==> config.mk <==
export PLATFORM = sky130hd
export DESIGN_NAME = exc_seq_top
export DESIGN_NICKNAME = d
export VERILOG_FILES = /design/src/rtl/exc_seq_pkg.sv /design/src/rtl/exc_seq_arb.sv /design/src/rtl/exc_seq_status.sv /design/src/rtl/exc_seq_aux.sv /design/src/rtl/exc_seq_top.sv
export SDC_FILE = /design/constraint.sdc
export NUM_CORES = 1
export LEC_CHECK = 0
export BUFFER_PORTS_ARGS = -buffer_cell sky130_fd_sc_hd__buf_2
export CORE_AREA = 2 2 181 183
export DETAILED_ROUTE_END_ITERATION = 16
export DIE_AREA = 0 0 183 185
export MAX_ROUTING_LAYER = met4
export PLACE_DENSITY = 0.71
export SLEW_MARGIN = 10
export SYNTH_ARGS = -nofsm -noshare
export SYNTH_HDL_FRONTEND = slang
export SYNTH_SLANG_ARGS = --single-unit
==> constraint.sdc <==
create_clock -name clk_i -period 1.95 [get_ports clk_i]
set_clock_uncertainty 0.15 [all_clocks]
set_input_delay 0.0975 -clock clk_i [delete_from_list [all_inputs] [get_ports clk_i]]
set_output_delay 0.0975 -clock clk_i [all_outputs]
set_load 0.01 [all_outputs]
==> src/rtl/exc_seq_pkg.sv <==
package exc_seq_pkg;
  localparam int unsigned CAUSE_W   = 5;
  localparam int unsigned CAUSE_LSB = 2;
  localparam int unsigned ST_PIE    = 0;
  localparam int unsigned ST_U      = 1;
  localparam int unsigned ST_EH     = 2;
  localparam int unsigned ST_IH     = 3;

  typedef enum logic [2:0] {
    CLS_TLB_MISS = 3'd0,
    CLS_SUPER    = 3'd1,
    CLS_TRAP     = 3'd2,
    CLS_ILLEGAL  = 3'd3,
    CLS_BREAK    = 3'd4,
    CLS_UNALIGN  = 3'd5
  } exc_class_e;

  typedef enum logic [1:0] {EV_NONE, EV_IRQ, EV_SYNC} ev_kind_e;
  typedef enum logic {VEC_GEN, VEC_FAST} vec_sel_e;

  typedef struct packed {
    ev_kind_e             kind;
    exc_class_e           cls;
    logic [CAUSE_W-1:0]   cause;
  } ev_t;
endpackage

==> src/rtl/exc_seq_arb.sv <==
module exc_seq_arb
  import exc_seq_pkg::*;
#(
  parameter int unsigned IRQ_CAUSE = 2
) (
  input  logic               take_i,
  input  logic               exc_req_i,
  input  logic [2:0]         exc_class_i,
  input  logic [CAUSE_W-1:0] exc_cause_i,
  input  logic               irq_i,
  input  logic               irq_en_i,
  output ev_t                ev_o
);
  logic cls_ok;
  assign cls_ok = (exc_class_i <= 3'd5);

  always_comb begin
    ev_o.kind  = EV_NONE;
    ev_o.cls   = CLS_TRAP;
    ev_o.cause = '0;
    if (take_i) begin
      if (exc_req_i) begin
        // unknown classes are dropped and block the interrupt too
        if (cls_ok) begin
          ev_o.kind  = EV_SYNC;
          ev_o.cls   = exc_class_e'(exc_class_i);
          ev_o.cause = exc_cause_i;
        end
      end else if (irq_i && irq_en_i) begin
        ev_o.kind  = EV_IRQ;
        ev_o.cause = CAUSE_W'(IRQ_CAUSE);
      end
    end
  end
endmodule

==> src/rtl/exc_seq_status.sv <==
module exc_seq_status
  import exc_seq_pkg::*;
#(
  parameter int unsigned DATA_W = 32
) (
  input  ev_t               ev_i,
  input  logic [DATA_W-1:0] status_i,
  output logic [DATA_W-1:0] status_nxt_o,
  output logic              save_e_o,
  output logic              save_b_o,
  output vec_sel_e          vec_sel_o
);
  logic eh_prev;
  assign eh_prev = status_i[ST_EH];

  always_comb begin
    status_nxt_o         = status_i;
    status_nxt_o[ST_PIE] = 1'b0;
    status_nxt_o[ST_U]   = 1'b0;
    save_e_o             = 1'b0;
    save_b_o             = 1'b0;
    vec_sel_o            = VEC_GEN;
    unique case (ev_i.kind)
      EV_IRQ: begin
        status_nxt_o[ST_IH] = 1'b1;
        save_e_o            = 1'b1;
      end
      EV_SYNC: begin
        status_nxt_o[ST_EH] = 1'b1;
        unique case (ev_i.cls)
          CLS_TLB_MISS: begin
            save_e_o  = !eh_prev;
            vec_sel_o = eh_prev ? VEC_GEN : VEC_FAST;
          end
          CLS_BREAK: save_b_o = !eh_prev;
          default:   save_e_o = !eh_prev;
        endcase
      end
      default: status_nxt_o = status_i;
    endcase
  end
endmodule

==> src/rtl/exc_seq_aux.sv <==
module exc_seq_aux
  import exc_seq_pkg::*;
#(
  parameter int unsigned DATA_W  = 32,
  parameter int unsigned DBL_BIT = 14,
  parameter int unsigned WR_BIT  = 18
) (
  input  ev_t               ev_i,
  input  logic              eh_prev_i,
  input  logic [DATA_W-1:0] exc_i,
  input  logic [DATA_W-1:0] tlbmisc_i,
  output logic [DATA_W-1:0] exc_nxt_o,
  output logic [DATA_W-1:0] tlbmisc_nxt_o,
  output logic              badaddr_we_o
);
  localparam logic [DATA_W-1:0] CAUSE_MASK =
    DATA_W'(((1 << CAUSE_W) - 1) << CAUSE_LSB);

  logic [DATA_W-1:0] cause_sh;
  logic              unal;

  assign cause_sh = DATA_W'(ev_i.cause) << CAUSE_LSB;
  assign unal     = (ev_i.kind == EV_SYNC) && (ev_i.cls == CLS_UNALIGN);

  always_comb begin
    if (unal) exc_nxt_o = cause_sh;
    else      exc_nxt_o = (exc_i & ~CAUSE_MASK) | cause_sh;
  end

  always_comb begin
    tlbmisc_nxt_o = tlbmisc_i;
    if (ev_i.kind == EV_SYNC && ev_i.cls == CLS_TLB_MISS) begin
      if (eh_prev_i) begin
        tlbmisc_nxt_o[DBL_BIT] = 1'b1;
      end else begin
        tlbmisc_nxt_o[DBL_BIT] = 1'b0;
        tlbmisc_nxt_o[WR_BIT]  = 1'b1;
      end
    end
  end

  assign badaddr_we_o = unal;
endmodule

==> src/rtl/exc_seq_top.sv <==
module exc_seq_top
  import exc_seq_pkg::*;
#(
  parameter int unsigned       DATA_W    = 32,
  parameter logic [DATA_W-1:0] EXC_VEC   = 32'h0000_0820,
  parameter logic [DATA_W-1:0] FAST_VEC  = 32'h0000_0400,
  parameter int unsigned       IRQ_CAUSE = 2,
  parameter int unsigned       DBL_BIT   = 14,
  parameter int unsigned       WR_BIT    = 18
) (
  input  logic              clk_i,
  input  logic              rst_ni,
  input  logic              take_i,
  input  logic              exc_req_i,
  input  logic [2:0]        exc_class_i,
  input  logic [4:0]        exc_cause_i,
  input  logic              irq_i,
  input  logic [DATA_W-1:0] pc_i,
  input  logic [DATA_W-1:0] status_i,
  input  logic [DATA_W-1:0] exc_i,
  input  logic [DATA_W-1:0] tlbmisc_i,
  input  logic [DATA_W-1:0] fault_addr_i,
  output logic              taken_o,
  output logic [DATA_W-1:0] pc_o,
  output logic [DATA_W-1:0] status_o,
  output logic [DATA_W-1:0] estatus_o,
  output logic [DATA_W-1:0] bstatus_o,
  output logic [DATA_W-1:0] exc_o,
  output logic [DATA_W-1:0] tlbmisc_o,
  output logic [DATA_W-1:0] ea_o,
  output logic [DATA_W-1:0] ba_o,
  output logic [DATA_W-1:0] badaddr_o
);
  localparam logic [DATA_W-1:0] INSN_BYTES = DATA_W'(4);

  ev_t               ev;
  logic [DATA_W-1:0] status_nxt, exc_nxt, tlbmisc_nxt, ret_addr;
  logic              save_e, save_b, badaddr_we, fire;
  vec_sel_e          vec_sel;

  exc_seq_arb #(.IRQ_CAUSE(IRQ_CAUSE)) u_arb (
    .take_i      (take_i),
    .exc_req_i   (exc_req_i),
    .exc_class_i (exc_class_i),
    .exc_cause_i (exc_cause_i),
    .irq_i       (irq_i),
    .irq_en_i    (status_i[ST_PIE]),
    .ev_o        (ev)
  );

  exc_seq_status #(.DATA_W(DATA_W)) u_status (
    .ev_i         (ev),
    .status_i     (status_i),
    .status_nxt_o (status_nxt),
    .save_e_o     (save_e),
    .save_b_o     (save_b),
    .vec_sel_o    (vec_sel)
  );

  exc_seq_aux #(.DATA_W(DATA_W), .DBL_BIT(DBL_BIT), .WR_BIT(WR_BIT)) u_aux (
    .ev_i          (ev),
    .eh_prev_i     (status_i[ST_EH]),
    .exc_i         (exc_i),
    .tlbmisc_i     (tlbmisc_i),
    .exc_nxt_o     (exc_nxt),
    .tlbmisc_nxt_o (tlbmisc_nxt),
    .badaddr_we_o  (badaddr_we)
  );

  assign fire     = (ev.kind != EV_NONE);
  assign ret_addr = pc_i + INSN_BYTES;

  always_ff @(posedge clk_i or negedge rst_ni) begin
    if (!rst_ni) begin
      taken_o   <= 1'b0;
      pc_o      <= '0;
      status_o  <= '0;
      estatus_o <= '0;
      bstatus_o <= '0;
      exc_o     <= '0;
      tlbmisc_o <= '0;
      ea_o      <= '0;
      ba_o      <= '0;
      badaddr_o <= '0;
    end else begin
      taken_o <= fire;
      if (fire) begin
        pc_o      <= (vec_sel == VEC_FAST) ? FAST_VEC : EXC_VEC;
        status_o  <= status_nxt;
        exc_o     <= exc_nxt;
        tlbmisc_o <= tlbmisc_nxt;
        if (save_e) begin
          estatus_o <= status_i;
          ea_o      <= ret_addr;
        end
        if (save_b) begin
          bstatus_o <= status_i;
          ba_o      <= ret_addr;
        end
        if (badaddr_we) badaddr_o <= fault_addr_i;
      end
    end
  end
endmodule

==> impl_metrics.ini <==
[status]
status = completed

[logic_synthesis]
synth_top_cell_by_area = dfrtp_1
syn_area_mm2 = 0.0106
ys_seq_area_share_pct = 61.0
synth_top_area_share_pct = 61.0
synth_cell_types = 44
ys_warn_count = 0
ys_ff_latch = 259
netlist_top_cells_area = dfrtp_1 61%, mux2_2 15%, nand2_1 4.8%, mux2i_1 2.7%, buf_4 2.1%
synth_flop_cell = dfrtp_1
syn_inst = 862
synthArstFlopShare_pct = 100
syn_avg_cell_area_um2 = 12.3
synth_edf_count = 0

[final_layout]
antenna_cells = 0
nNetsFinal = 1706
multiInputGateArea_mm2 = 0.00407
drive_gt1_share_pct = 46.3
most-common-layout-cells = 425 x buf_2, 259 x dfrtp_1, 179 x dlygate4sd3_1
layout_commonest_cell = buf_2
area_delta_synth_final_pct = 58.9
register_area_mm2 = 0.00648
finish.utilization_pct = 52.7
n_fill_cell = 2632

[placement]
portBuffers = 427
gp_congestion = 0.875
dpl_worst_slack_ns = -0.145
post-dp-hpwl_mm = 23.8

[timing]
max_freq_mhz = 529
fin_crit_ns = 1.89
setup_slack_ns = 0.0588
hold_viol = 0
final-max-slew-violation-count = 0
worst_slew_pin_slew_ns = 0.555
period_share_pct = 97.0
setup_violations = 0
slew_headroom_pct = 63.0
rsz0062_at_grt = no
fin_tns_setup_ns = 0

[clocking]
cts.sinks = 259
h-tree-depth = 1
tritoncts = done
clk_latency_ns = 0.54
clockBufferDepth = 3
cts_root_buffer = clkbuf_16
clk_pin_slew_ns = 0.06
cts_buffers = 29

[worst_setup_path]
critPathRequiredTime_ns = 2.23
crit_start = pc_i[5]
critPathLaunchType = input port
path_max_fanout = 4
arrival_ns = 2.17
critPathKind = in2reg
setup.worst_path.end_class = register
timing.rr.start = exc_o[1]

[grt]
antenna_found_initial = 0
grt_usage_pct = 20.2
grt_pass1_vias = 9710
grt_overflow = 0
grt_first_pass_wirelength_mm = 52.5
grt_max_degree = 75

[power_and_ir_drop]
power_density_mw_per_mm2 = 916
power.leakage_uw = 0.00884
worst_ir_drop_vdd_uv = 701

[routing]
vias = 9307
detail-route-antenna-nets = 0
first_pass_iters = 4
wl_per_cell_um = 18.2
drc = 0
routed_wl_mm = 35.7
viasPerCell = 4.75
initialDrtViolationCount = 454

[floorplan]
start_util_pct = 33.1
floorplan.die_area_mm2 = 0.0339
coreArea_mm2 = 0.0320
die_h_um = 185
die_w_um = 183
pin_count = 462
num_rows = 66

[worst_hold_path]
hp-class = in2reg
hold_start = exc_class_i[2]

[flow_run]
cap_violations = 0
==> cells by family after synthesis <==
| group | Yosys count | synth area share, % |
|---|---|---|
| AOI/OAI and AO/OA | 84 | 4.69 |
| xor gates and xnor gates | 13 | 1.07 |
| and+or+nand+nor | 247 | 10.6 |
| adders and majority gates | 4 | 0.471 |
| muxes | 173 | 18.0 |
| DFF | 259 | 61.0 |
| other | 1 | 0.0353 |
| buffers and inverters | 81 | 4.08 |
==> area by class of cell <==
type | count | area share (%)
tap | 408 | 3.03
clock buffer | 35 | 4.55
multi-input combinational | 550 | 24.1
inverter | 8 | 0.193
clock inverter | 18 | 1.68
timing repair buffer | 681 | 28.0
sequential | 259 | 38.4
==> Yosys cell counts (2+ instances only) <==
cell	n
dfrtp_1	259
mux2_2	143
nand2_1	136
nor2_1	48
a31oi_1	31
buf_4	30
clkbuf_1	29
mux2i_1	29
a21oi_1	23
o21ai_0	17
nand3_1	14
inv_1	8
o31ai_1	8
buf_2	7
or4_1	7
xor2_1	7
buf_1	6
nand4_1	6
or3_1	6
xnor2_1	6
and3_1	5
and4_1	5
ha_1	4
and2_1	3
nor3_1	3
nor2b_1	2
nor4_1	2
or4_4	2
==> critical path: stages <==
cell and delay, ns:
buf_2 0.11, dlygate4sd3_1 0.56, buf_4 0.13, and3_1 0.20, nand3_2 0.13, o31ai_2 0.28, dlygate4sd3_1 0.58, a31oi_1 0.08
==> state kept, by name, indices dropped and copies added (netlist names) <==
signal / count
pc_o: 2
status_o: 32
badaddr_o: 32
estatus_o: 32
tlbmisc_o: 32
bstatus_o: 32
taken_o: 1
exc_o: 32
ea_o: 32
ba_o: 32
==> power by group <==
group / switching (uW) / total [uW] / internal [uW]
clock network: 2260 / 6000 / 3740
logic: 1450 / 2970 / 1520
registers: 422 / 6490 / 6070
==> worst paths after layout <==
check / to / slack [ns] / cells after the start
max: ba_o[18] / 0.06 / 8
min: taken_o / 0.04 / 6
max reg2reg: exc_o[1] / 0.50 / 3
min reg2reg: bstatus_o[7] / 0.32 / 2
max in group asynchronous: exc_o[24] / 0.46 / 4
min in group asynchronous: ea_o[0] / 0.52 / 3
==> what timing repair did <==
| item | 4_1_cts | 5_1_grt |
|---|---|---|
| setup buffers | 0 | 3 |
| resized for setup | 0 | 12 |
| endpoints found under the setup margin | 0 | 15 |
| hold buffers | 180 | 2 |
| hold endpoints to repair | 511 | 1 |
==> layer usage <==
layer	routed length (um)	GRT usage (%)
met2	18200	35.5
met3	2520	3.99
met5	0	-
met4	1230	7.07
met1	13800	23.1
==> per-stage QoR <==
| step | std cells | hold slack, ns | total power, uW | area, um^2 |
|---|---|---|---|---|
| after floorplan | 890 | -0.348 | 7760 | 11000 |
| after global placement | 1721 | -0.0504 | 9090 | 13900 |
| after detailed placement | 1721 | -0.0442 | 9170 | 13900 |
| after CTS | 1954 | 0.00482 | 15500 | 16700 |
| after global routing | 1959 | 0.0460 | 16100 | 16900 |
| final | 1959 | 0.0415 | 15500 | 16900 |
Note: power is estimated with default switching activity, not from simulation.
